<file path="src/rtl/rxr_pkg.sv">
// Package: shared state type and descriptor field positions for the
// receive ring writer. Assumes 32-bit descriptor words.
package rxr_pkg;
    localparam int OWN_BIT  = 31;
    localparam int LEN_LSB  = 16;
    localparam int LEN_W    = 11;
    localparam int LONG_BIT = 4;
    localparam int ERR_W    = 8;

    typedef enum logic [2:0] {
        S_FSTAT,
        S_FSIZE,
        S_FADDR,
        S_FNEXT,
        S_NOBUF,
        S_RXIDLE,
        S_WBYTE,
        S_WSTAT
    } wr_state_t;
endpackage

</file>
<file path="src/rtl/rxr_status_pack.sv">
// Builds the status word written back on completion. The ownership flag is
// left clear and the frame is marked as a single-piece chain (start and end).
// Assumes len already reflects truncation.
module rxr_status_pack
    import rxr_pkg::*;
(
    input  logic [LEN_W-1:0] len,
    input  logic [ERR_W-1:0] err,
    input  logic             trunc,
    output logic [31:0]      word
);
    // Assemble the fields into their bit positions
    always_comb begin
        word = '0;
        word[LEN_LSB +: LEN_W] = len;
        word[9]                = 1'b1;
        word[8]                = 1'b1;
        word[ERR_W-1:0]        = err;
        word[LONG_BIT]         = err[LONG_BIT] | trunc;
    end
endmodule

</file>
<file path="src/rtl/rxr_drop_ctl.sv">
// Tracks frame boundaries while input is discarded and decides when the
// writer may retry the fetch: a poll has been seen and no frame is open.
// Assumes rx_ready is high whenever active is high.
module rxr_drop_ctl (
    input  logic clk,
    input  logic rst_n,
    input  logic active,
    input  logic rx_valid,
    input  logic rx_last,
    input  logic poll,
    output logic release_o
);
    logic mid_q;
    logic pend_q;

    // Remember whether a discarded frame is still open
    always_ff @(posedge clk) begin
        if (!rst_n || !active)
            mid_q <= 1'b0;
        else if (rx_valid)
            mid_q <= !rx_last;
    end

    // Hold a poll demand seen during the discard period
    always_ff @(posedge clk) begin
        if (!rst_n || !active)
            pend_q <= 1'b0;
        else if (poll)
            pend_q <= 1'b1;
    end

    // Leave only between frames
    assign release_o = active && (pend_q || poll) && !mid_q && !rx_valid;
endmodule

</file>
<file path="src/rtl/rxr_ring_writer.sv">
// Receive descriptor ring writer. It fetches a four-word descriptor
// (status, size, buffer, link), stores frame bytes one at a time, writes the
// status back and follows the link. If it meets a descriptor the host still
// holds, it discards input until a poll demand arrives. Assumes mem_ack
// pulses once per request and mem_rdata is valid with it.
module rxr_ring_writer
    import rxr_pkg::*;
#(
    parameter int ADDR_W = 32
) (
    input  logic              clk,
    input  logic              rst_n,
    input  logic [ADDR_W-1:0] ring_base,
    input  logic              rx_valid,
    input  logic [7:0]        rx_data,
    input  logic              rx_last,
    input  logic [ERR_W-1:0]  rx_err,
    output logic              rx_ready,
    input  logic              poll_demand,
    output logic              mem_req,
    output logic              mem_we,
    output logic [ADDR_W-1:0] mem_addr,
    output logic [31:0]       mem_wdata,
    output logic [3:0]        mem_wstrb,
    input  logic [31:0]       mem_rdata,
    input  logic              mem_ack,
    output logic              rx_ok,
    output logic              nobuf
);
    localparam logic [ADDR_W-1:0] OFS_SIZE = ADDR_W'(4);
    localparam logic [ADDR_W-1:0] OFS_BUF  = ADDR_W'(8);
    localparam logic [ADDR_W-1:0] OFS_LINK = ADDR_W'(12);

    wr_state_t         state_q;
    logic [ADDR_W-1:0] desc_q, next_q, buf_q;
    logic [LEN_W-1:0]  cap_q, cnt_q;
    logic [7:0]        byte_q;
    logic              last_q, trunc_q, ok_q, nobuf_q;
    logic [ERR_W-1:0]  err_q;
    logic [31:0]       stat_word;
    logic              drop_release;
    logic [ADDR_W-1:0] byte_addr;

    rxr_status_pack u_pack (
        .len   (cnt_q),
        .err   (err_q),
        .trunc (trunc_q),
        .word  (stat_word)
    );

    rxr_drop_ctl u_drop (
        .clk       (clk),
        .rst_n     (rst_n),
        .active    (state_q == S_NOBUF),
        .rx_valid  (rx_valid),
        .rx_last   (rx_last),
        .poll      (poll_demand),
        .release_o (drop_release)
    );

    assign byte_addr = buf_q + ADDR_W'(cnt_q);

    // Drive the memory request for the current state
    always_comb begin
        mem_req   = 1'b0;
        mem_we    = 1'b0;
        mem_addr  = desc_q;
        mem_wdata = '0;
        mem_wstrb = 4'h0;
        case (state_q)
            S_FSTAT: mem_req = 1'b1;
            S_FSIZE: begin mem_req = 1'b1; mem_addr = desc_q + OFS_SIZE; end
            S_FADDR: begin mem_req = 1'b1; mem_addr = desc_q + OFS_BUF;  end
            S_FNEXT: begin mem_req = 1'b1; mem_addr = desc_q + OFS_LINK; end
            S_WBYTE: begin
                mem_req   = 1'b1;
                mem_we    = 1'b1;
                mem_addr  = byte_addr;
                mem_wdata = {4{byte_q}};
                mem_wstrb = 4'b0001 << byte_addr[1:0];
            end
            S_WSTAT: begin
                mem_req   = 1'b1;
                mem_we    = 1'b1;
                mem_wdata = stat_word;
                mem_wstrb = 4'hF;
            end
            default: ;
        endcase
    end

    assign rx_ready = (state_q == S_RXIDLE) || (state_q == S_NOBUF);
    assign rx_ok    = ok_q;
    assign nobuf    = nobuf_q;

    // Main sequencer: fetch, receive, write back, advance
    always_ff @(posedge clk) begin
        if (!rst_n) begin
            state_q <= S_FSTAT;
            desc_q  <= ring_base;
            next_q  <= '0;
            buf_q   <= '0;
            cap_q   <= '0;
            cnt_q   <= '0;
            byte_q  <= '0;
            last_q  <= 1'b0;
            trunc_q <= 1'b0;
            err_q   <= '0;
            ok_q    <= 1'b0;
            nobuf_q <= 1'b0;
        end else begin
            ok_q <= 1'b0;
            case (state_q)
                S_FSTAT: if (mem_ack) begin
                    cnt_q   <= '0;
                    trunc_q <= 1'b0;
                    err_q   <= '0;
                    last_q  <= 1'b0;
                    if (mem_rdata[OWN_BIT]) begin
                        state_q <= S_FSIZE;
                    end else begin
                        state_q <= S_NOBUF;
                        nobuf_q <= 1'b1;
                    end
                end
                S_FSIZE: if (mem_ack) begin
                    cap_q   <= mem_rdata[LEN_W-1:0];
                    state_q <= S_FADDR;
                end
                S_FADDR: if (mem_ack) begin
                    buf_q   <= mem_rdata[ADDR_W-1:0];
                    state_q <= S_FNEXT;
                end
                S_FNEXT: if (mem_ack) begin
                    next_q  <= mem_rdata[ADDR_W-1:0];
                    state_q <= S_RXIDLE;
                end
                S_NOBUF: if (drop_release) begin
                    nobuf_q <= 1'b0;
                    state_q <= S_FSTAT;
                end
                S_RXIDLE: if (rx_valid) begin
                    if (rx_last)
                        err_q <= rx_err;
                    if (cnt_q < cap_q) begin
                        byte_q  <= rx_data;
                        last_q  <= rx_last;
                        state_q <= S_WBYTE;
                    end else begin
                        trunc_q <= 1'b1;
                        if (rx_last)
                            state_q <= S_WSTAT;
                    end
                end
                S_WBYTE: if (mem_ack) begin
                    cnt_q   <= cnt_q + 1'b1;
                    state_q <= last_q ? S_WSTAT : S_RXIDLE;
                end
                S_WSTAT: if (mem_ack) begin
                    ok_q    <= 1'b1;
                    desc_q  <= next_q;
                    state_q <= S_FSTAT;
                end
                default: state_q <= S_FSTAT;
            endcase
        end
    end
endmodule

</file>
<file path="config.mk">
export PLATFORM = sky130hd
export DESIGN_NAME = rxr_ring_writer
export DESIGN_NICKNAME = d
export VERILOG_FILES = /design/src/rtl/rxr_pkg.sv /design/src/rtl/rxr_status_pack.sv /design/src/rtl/rxr_drop_ctl.sv /design/src/rtl/rxr_ring_writer.sv
export SDC_FILE = /design/constraint.sdc
export NUM_CORES = 1
export LEC_CHECK = 0
export ABC_AREA = 1
export BUFFER_PORTS_ARGS = -buffer_cell sky130_fd_sc_hd__buf_4
export CAP_MARGIN = 0
export CELL_PAD_IN_SITES_DETAIL_PLACEMENT = 2
export CELL_PAD_IN_SITES_GLOBAL_PLACEMENT = 2
export CORE_UTILIZATION = 33
export CTS_CLUSTER_DIAMETER = 60
export CTS_CLUSTER_SIZE = 12
export DETAILED_ROUTE_END_ITERATION = 6
export PLACE_DENSITY = 0.91
export SYNTH_ARGS = -nofsm -noshare
export SYNTH_HDL_FRONTEND = slang
export SYNTH_SLANG_ARGS = --single-unit
</file>
<file path="constraint.sdc">
create_clock -name clk -period 6 [get_ports clk]
set_input_delay 1.2 -clock clk [delete_from_list [all_inputs] [get_ports clk]]
set_output_delay 1.2 -clock clk [all_outputs]
set_load 0.01 [all_outputs]
</file>
# --- Word-level counts from Yosys, hierarchy flattened ---
# Cells that the tools add are included.
totals:
  register_bits: 143
  out_inout_bits: 73
classes:
  bitwise: 1
  n_shift: 1
  eq_ne: 22
  n_reduce_logical: 29
  n_lt_le_gt_ge: 1
  n_mux: 40
  addsub: 5
ops:
  columns: ["op", "n"]
  rows:
  - ["$pmux 32 s4", 1]
  - ["$mux 32", 3]
  - ["$add 32x4->32 const B", 2]
  - ["$pmux 32 s2", 1]
  - ["$mux 3", 11]
  - ["$add 32x11->32", 1]
  - ["$add 32x3->32 const B", 1]
  - ["$mux 8", 3]
  - ["$pmux 3 s8", 1]
  - ["$mux 11", 2]
  - ["$ne 2x2->1 const B", 11]
  - ["$pmux 11 s2", 1]
  - ["$pmux 8 s2", 1]
  - ["$reduce_and 4->1", 4]
  - ["$eq 3x3->1 const B", 4]
  - ["$add 11x1->11 const B", 1]
  - ["$lt 11x11->1", 1]
  - ["$mux 1", 11]
  - ["$reduce_and 2->1", 5]
  - ["$reduce_and 9->1", 1]
  - ["$pmux 4 s2", 1]
  - ["$eq 3x2->1 const B", 2]
  - ["$ne 2x1->1 const B", 3]
  - ["$pmux 1 s2", 3]
  - ["13 further kinds", 24]

# --- Depth between registers and ports, before layout ---
# Gate-level depths: netlist of run 1.
depth:
  ltp_word: 6
  mapped_depth: 15
  mapped_depth_nobuf: 15

# --- Modules after synthesis ---
# From an unflattened synthesis of run 1, not the netlist that was laid out.
hier_totals:
  hier_cells: 1583
  hier_area_um2: 9853.2
modules_own_cells:
  columns: ["mod", "area_each_um2", "n_inst", "seq_area_each_um2", "cells_per_inst"]
  rows:
  - ["rxr_ring_writer", 9506.6, 1, 3143.0, 1532]
  - ["rxr_status_pack", 251.5, 1, 0.0, 36]
  - ["rxr_drop_ctl", 95.1, 1, 40.0, 15]

# --- Worst setup path before layout of run 1 ---
# No wires, ideal clock.
synth_timing:
  path_type: "input to register"
  startpoint: "in mem_ack"
  endpoint: "reg desc_q[0] (enable)"
  arrival_time_ns: 3.587
  setup_ns: 0.466
  stages: 2
  path_buffers: 0
  slack_ns: 1.947
  cell_sequence: "inv_1 o21ai_0"
synth_between:
  elab_chain_len: 2
synth_lines:
  columns: ["element", "line_no", "rtl"]
  rows:
  - ["start, declared", "rxr_ring_writer.sv:26", "input logic mem_ack,"]
  - ["$ne 2x1->1 (no line)", null, null]
  - ["$reduce_and 2->1 (no line)", null, null]
  - ["end signal, assigned", "rxr_ring_writer.sv:100", "desc_q <= ring_base;"]
  - ["end signal, assigned", "rxr_ring_writer.sv:161", "desc_q <= next_q;"]
  - ["end, declared", "rxr_ring_writer.sv:35", "logic [ADDR_W-1:0] desc_q, next_q, buf_q;"]
# Every way passes these cells.
# A chain may end at the register's enable or synchronous reset.

# --- Worst setup path in the final report of run 1 ---
layout_timing:
  startpoint: "reg cnt_q[0]"
  endpoint: "out mem_addr[28]"
layout_between:
  elab_chain_len: 2
layout_lines:
  columns: ["element", "line_no", "rtl"]
  rows:
  - ["start, declared", "rxr_ring_writer.sv:36", "logic [LEN_W-1:0] cap_q, cnt_q;"]
  - ["start signal, assigned", "rxr_ring_writer.sv:156", "cnt_q <= cnt_q + 1'b1;"]
  - ["$add 32x11->32", "rxr_ring_writer.sv:61", "assign byte_addr = buf_q + ADDR_W'(cnt_q);"]
  - ["$pmux 32 s4", "rxr_ring_writer.sv:70", "case (state_q)"]
  - ["end, declared", "rxr_ring_writer.sv:22", "output logic [ADDR_W-1:0] mem_addr,"]
# Every way passes these cells.

==> reports/qor.csv, run 1 <==
stage,metric,value,unit
power_and_ir_drop,switching_share,42.0,%
worst_setup_path,critical-path-max-stage-delay,0.51,ns
worst_setup_path,critPathKind,flip-flop to output pin,
timing,max_freq,0.226,GHz
logic_synthesis,muxShareOfSynthArea,0,%
place,hpwl,35300,um
place,place.gp.congestion,0.893,
logic_synthesis,ys_warn_count,0,
power_and_ir_drop,p_leak,5.00,nW
worst_setup_path,cp_slowest_cell,dfxtp_1,
routing,drt_iter0_markers,743,
logic_synthesis,synth-seq-cells,143,
cells_and_area,final_nets,1734,
timing,setup_violations,0,
routing,vias,11600,
cells_and_area,fillers,3439,
timing,setup_tns,0,ns
logic_synthesis,synthSimpleGateAreaFrac,35.4,%
die,die_area,29500,um^2
worst_setup_path,crit_required,4.80,ns
grt,grt_antenna_before_repair,1,
grt,grt-ovfl-total,0,
power_and_ir_drop,p_int,2.12,mW
routing,ant_nets,0,
clocking,clock_path_buffers,2,
routing,via_per_inst,5.75,
timing,holdWs,0.465,ns
clocking,hold_buffers,0,
grt,grt_max_degree,62,
logic_synthesis,synth_fp_nets,1610,
routing,wl,52400,um
timing,slew_headroom,31.9,%
clocking,cts_made_buffers,17,
die,ios,159,
die,core,28100,um^2
clocking,htreeDepth,4,
grt,grt_pass1_wl,78200,um
die,chipWidth,172,um
worst_setup_path,timing.reg2reg.setup_slack,2.70,ns
cells_and_area,seqCellArea,3180,um^2
grt,track_usage,36.0,%
logic_synthesis,synth_top_family_by_area,simple AND/OR/NAND/NOR gates,
die,start_util,33.8,%
logic_synthesis,synth_cell_types,44,
routing,dr.pass1.iters,5,
clocking,post_cts_buffers,0,
power_and_ir_drop,clkPwrFrac,30.0,%
worst_setup_path,critPathArrivalTime,3.23,ns
cells_and_area,drive_above_1_share,14.8,%
die,core.rowCount,61,
timing,tightest_slew,1.02,ns
logic_synthesis,synth_fa_ha_area_share,3.58,%
cells_and_area,syn_to_final_growth,21.1,%
worst_setup_path,crit_family,simple AND/OR/NAND/NOR gates,
timing,finalCritPeriodShare,73.8,%
logic_synthesis,ys.flop_type,dfxtp_1,
logic_synthesis,syn_avg_cell_area,6.34,um^2
routing,avgRoutedWirePerCell,26.0,um
logic_synthesis,synthCells,1498,
cells_and_area,n_antenna_cell,0,
worst_setup_path,crit_path_end_kind,output pin,
place,port_buffers,158,
routing,route.detailed.drc,0,
cells_and_area,multi_input_area,5320,um^2
timing,layout_min_cycle_time,4.43,ns
power_and_ir_drop,max-vdd-ir-drop,195,uV
grt,first_global_vias,12400,
timing,rsz0062_at_grt,false,
clocking,clock-root-buffer,clkbuf_16,
logic_synthesis,synth_xor_area_share,0.553,%
clocking,clkLatencyLatePin,0.45,ns
timing,finClkSkew,0.0141,ns
die,die_h,172,um
timing,final_hold_viol_count,0,
clocking,cts_tree,built,
logic_synthesis,synth_edf_count,32,
cells_and_area,final_cell_mix,"nand2_1, inv_1, o21ai_0",
min_path,hp-class,flip-flop to flip-flop,
logic_synthesis,synth-seq-area-share,33.5,%
worst_setup_path,path_buf_inv,3,
logic_synthesis,synth_compound_area_share,16.4,%
power_and_ir_drop,power_frac_seq,33.5,%
status,status,finished clean,
power_and_ir_drop,p_comb_share,36.5,%
clocking,cts_resized,0,
worst_setup_path,critPathMaxFanout,9,
worst_setup_path,path_cells,"ha_1, inv_1, fa_1, inv_1, nand3_1, nand3_1, nand3_1, nand3_1, nand2_1, nand2_1, nand3_1, nand4_1, buf_4",
clocking,clk_pin_slew_worst_paths,0.07,ns
timing,drv_slew,0,
clocking,clock_sinks,143,
power_and_ir_drop,power_density,318,nW/um^2
logic_synthesis,synth_area,9500,um^2
cells_and_area,final_common_cell,nand2_1,
worst_setup_path,crit_top_cell,nand3_1,
logic_synthesis,synthArstFlopShare,0,%
power_and_ir_drop,power.switching,1.54,mW
worst_setup_path,cp-start-kind,flip-flop,
flow_run,cap_viol_max_count,0,
-- path summary, 6_finish.rpt --
path	start	end	depth (start not counted)
worst max-delay path	cnt_q[0]	mem_addr[28]	13
worst min-delay path	next_q[10]	next_q[10]	2
worst max register to register	state_q[1]	buf_q[27]	7
worst min register to register	next_q[10]	next_q[10]	2
-- per-layer routing --
| metal | vias up | wire, um | GRT usage [%] | share of wire (%) |
|---|---|---|---|---|
| li1 | 5141 | - | - | - |
| met3 | 125 | 2900 | 4.60 | 5.5 |
| met5 | - | 13 | 0 | 0.025 |
| met4 | 2 | 1910 | 15.7 | 3.7 |
| met2 | 440 | 25300 | 60.7 | 48 |
| met1 | 5873 | 22200 | 45.9 | 42 |
-- sequential cells by signal (all words and copies together) (netlist names) --
name / cells
state_q: 3
u_drop.pend_q: 1
trunc_q: 1
rx_ok: 1
cap_q: 11
nobuf: 1
err_q: 8
cnt_q: 11
last_q: 1
byte_q: 8
desc_q: 32
buf_q: 32
next_q: 32
u_drop.mid_q: 1
-- cells in the mapped netlist, types with 2 or more instances --
master	instances	share of area, %
a211oi_1	2	0.16
a21oi_1	107	5.6
and2_1	3	0.20
buf_2	13	0.68
buf_4	6	0.47
clkbuf_1	36	1.4
dfxtp_1	111	23
edfxtp_1	32	10
fa_1	2	0.42
ha_1	24	3.2
inv_1	187	7.4
inv_2	7	0.28
inv_4	2	0.13
nand2_1	377	15
nand2_2	4	0.26
nand3_1	150	7.9
nand3b_1	5	0.40
nand4_1	35	2.3
nor2_1	152	6.0
nor2_2	17	1.1
nor2_4	3	0.36
nor3_1	15	0.79
nor3_2	3	0.32
o2111ai_1	5	0.46
o211ai_1	3	0.24
o21ai_0	165	8.7
o21ai_4	2	0.34
o22ai_1	5	0.33
or2_2	6	0.40
xor2_1	5	0.46
-- stage by stage --
step                power (mW)  cells  worst slack [ns]  util [%]  cell area (um^2)
finish                    3.66   2013              1.57      41.0             11500
global placement          2.42   1981              2.14      38.9             10900
CTS                       3.64   2013              1.59      41.0             11500
floorplan                 1.91   1498              1.95         -              9500
detailed placement        2.50   1981              2.06      38.9             10900
global route              3.78   2013              1.45      41.0             11500
-- worst register-to-register path, stage by stage, from the launching register on --
cell and delay [ns]:
dfxtp_1 0.42, inv_2 0.09, nor2_2 0.13, nand2_1 0.38, nor2_2 0.81, inv_2 0.62, o21ai_0 0.60, a21oi_1 0.09
-- cell families after synthesis --
kind of cell,Yosys count
and+or+nand+nor,774
AOI/OAI and AO/OA,295
xor gates and xnor gates,6
buffers and inverters,254
adders and majority gates,26
DFF,143
-- final cells by class --
type	count	area share, %
clock buffers	22	4.32
multi-input cells	1101	46.2
clock inverters	10	0.663
flip-flops and latches	143	27.7
well taps	378	4.11
inverters	197	6.47
repair buffers	162	10.6
-- power by group through the flow --
stage          Sequential, mW  Clock [mW]  Combinational [mW]
3_3_place_gp             1.22           0                1.20
3_5_place_dp             1.23           0                1.27
6_report                 1.23        1.10                1.34
2_1_floorplan            1.16           0               0.746
4_1_cts                  1.22        1.09                1.33
5_1_grt                  1.23        1.12                1.43
Power figures use the tool's default switching activity.
==> run 2, diff against run 1 <==
Settings changed: CORE_UTILIZATION 33 to 28, PLACE_DENSITY 0.91 to 0.83.
Clock period 6 ns to 3.6 ns, I/O delays scaled along.
==> run 2 against run 1 <==
Effect of this change:
- critical path depth shrank 2
- via count shrank 5.3%
- largest cell class unchanged
- design area grew 2.9%
- highest routed layer is now met4
- count of clock-buffer cells in the layout grew 3
- die area grew 18%
==> reports/qor.csv, run 2 (same netlist as run 1, synthesis figures left out) <==
stage,metric,value,unit
status,status,finished clean,
worst_setup_path,worst-r2r-cell-count,8,
worst_setup_path,critPathKind,flip-flop to output pin,
worst_setup_path,cp.depth,11,
cells_and_area,syn_to_final_growth,24.6,%
place,place_area,11200,um^2
cells_and_area,design_area,11800,um^2
worst_setup_path,critPathArrivalTime,2.76,ns
flow_run,cap_viol_max_count,0,
worst_setup_path,cp_slowest_cell,dfxtp_1,
grt,grt_max_degree,60,
timing,layout_min_cycle_time,3.48,ns
power_and_ir_drop,power.switching,2.35,mW
worst_setup_path,crit_family,simple AND/OR/NAND/NOR gates,
place,dp_slack,0.501,ns
routing,vias,11000,
cells_and_area,final_nets,1747,
timing,max_freq,0.287,GHz
worst_setup_path,rr_endpoint,buf_q[20],
die,ios,159,
worst_setup_path,crit_top_cell,nand2_1,
power_and_ir_drop,power_density,512,nW/um^2
timing,setup_slack,0.116,ns
cells_and_area,final_cell_mix,"nand2_1, inv_1, buf_4",
power_and_ir_drop,switching_share,38.9,%
power_and_ir_drop,p_leak,5.12,nW
clocking,post_cts_buffers,0,
timing,finClkSkew,0.0108,ns
routing,route.detailed.drc,0,
worst_setup_path,critPathMaxFanout,5,
clocking,cts_tree,built,
die,core,33400,um^2
power_and_ir_drop,p_int,3.71,mW
grt,grt_antenna_before_repair,2,
grt,first_global_vias,11600,
timing,setup_tns,0,ns
clocking,hold_buffers,0,
cells_and_area,top_regs,"buf_q x32, desc_q x32, next_q x32",
routing,drt_iter0_markers,627,
worst_setup_path,r2r_start,state_q[1],
timing,final_hold_viol_count,0,
clocking,clock_sinks,143,
worst_setup_path,crit_end,mem_addr[10],
clocking,clock-root-buffer,clkbuf_16,
grt,track_usage,26.2,%
cells_and_area,n_antenna_cell,0,
routing,dr.pass1.iters,5,
cells_and_area,fillers,4066,
grt,grt-ovfl-total,0,
routing,avgRoutedWirePerCell,21.5,um
place,place.gp.congestion,0.905,
timing,slew_headroom,51.5,%
power_and_ir_drop,clkPwrFrac,30.5,%
min_path,hp-class,flip-flop to flip-flop,
worst_setup_path,path_cells,"ha_1, nand2_1, inv_1, nand2_1, nand2_1, nand2_1, nand3_1, or2_2, nand3_1, nand4_1, buf_4",
routing,via_per_inst,5.23,
timing,rsz0062_at_grt,false,
worst_setup_path,crit_path_end_kind,output pin,
timing,tightest_slew,0.727,ns
clocking,cts_resized,1,
place,port_buffers,158,
worst_setup_path,path_buf_inv,2,
clocking,htreeDepth,4,
power_and_ir_drop,p_comb_share,36.1,%
clocking,clock_path_buffers,2,
die,core.rowCount,67,
clocking,cts_made_buffers,17,
die,die_area,34700,um^2
timing,finalCritPeriodShare,96.8,%
routing,wl,45000,um
power_and_ir_drop,power_frac_seq,33.4,%
die,die_h,186,um
cells_and_area,final_common_cell,nand2_1,
worst_setup_path,crit_required,2.88,ns
die,start_util,28.4,%
place,hpwl,35500,um
worst_setup_path,startpoint,cnt_q[5],
timing,drv_slew,0,
die,chipWidth,186,um
clocking,clkLatencyLatePin,0.43,ns
worst_setup_path,critical-path-max-stage-delay,0.46,ns
grt,grt_pass1_wl,67400,um
worst_setup_path,timing.reg2reg.setup_slack,0.87,ns
clocking,clk_pin_slew_worst_paths,0.06,ns
cells_and_area,drive_above_1_share,16.2,%
timing,setup_violations,0,
worst_setup_path,cp-start-kind,flip-flop,
routing,ant_nets,0,
power_and_ir_drop,max-vdd-ir-drop,234,uV
run 2: per-stage QoR:
step	total power [mW]	util (%)	std cells	hold slack [ns]
4_1_cts	6.07	35.3	2096	0.461
5_1_grt	6.34	35.4	2096	0.481
3_5_place_dp	4.21	33.4	2064	0.452
6_report	6.06	35.4	2096	0.457
2_1_floorplan	3.18	-	1498	0.425
3_3_place_gp	4.12	33.4	2064	0.434
run 2: worst min path at each step:
| stage | start | end | cells after the start |
|---|---|---|---|
| 3_5_place_dp | next_q[9] | next_q[9] | 2 |
| 3_3_place_gp | next_q[28] | next_q[28] | 2 |
| 2_1_floorplan | next_q[0] | next_q[0] | 2 |
| 5_1_grt | next_q[5] | next_q[5] | 2 |
| 6_report | next_q[9] | next_q[9] | 2 |
| 4_1_cts | next_q[9] | next_q[9] | 2 |
run 2: layer usage:
metal	vias to the layer above	track usage, %	wire length [um]
li1	5171	-	-
met1	5511	34.7	20800
met2	224	43.0	21200
met3	58	3.89	1800
met4	0	9.70	1230
met5	-	0	0
run 2: cell type report:
cell class                 instances  area (um^2)  share of cell area [%]
multi-input combinational       1101         5370                    45.4
sequential                       143         3190                    26.9
timing repair buffer             175         1360                    11.5
inverter                         197          744                    6.29
tap                              448          561                    4.73
clock buffer                      25          541                    4.57
clock inverter                     7         70.1                   0.592
run 2: power by group through the flow:
stage               Clock [mW]  Combinational (mW)  Sequential [mW]
floorplan                    0                1.24             1.94
global placement             0                2.09             2.03
detailed placement           0                2.17             2.04
CTS                       1.87                2.19             2.01
global route              1.93                2.37             2.03
finish                    1.85                2.19             2.02
run 2: worst register-to-register path: cells and delay by family, from the launching register on:
kind | cells | cell delay, ns
AOI/OAI and AO/OA | 2 | 0.63
and+or+nand+nor | 3 | 0.80
DFF | 1 | 0.37
buffers and inverters | 3 | 0.80
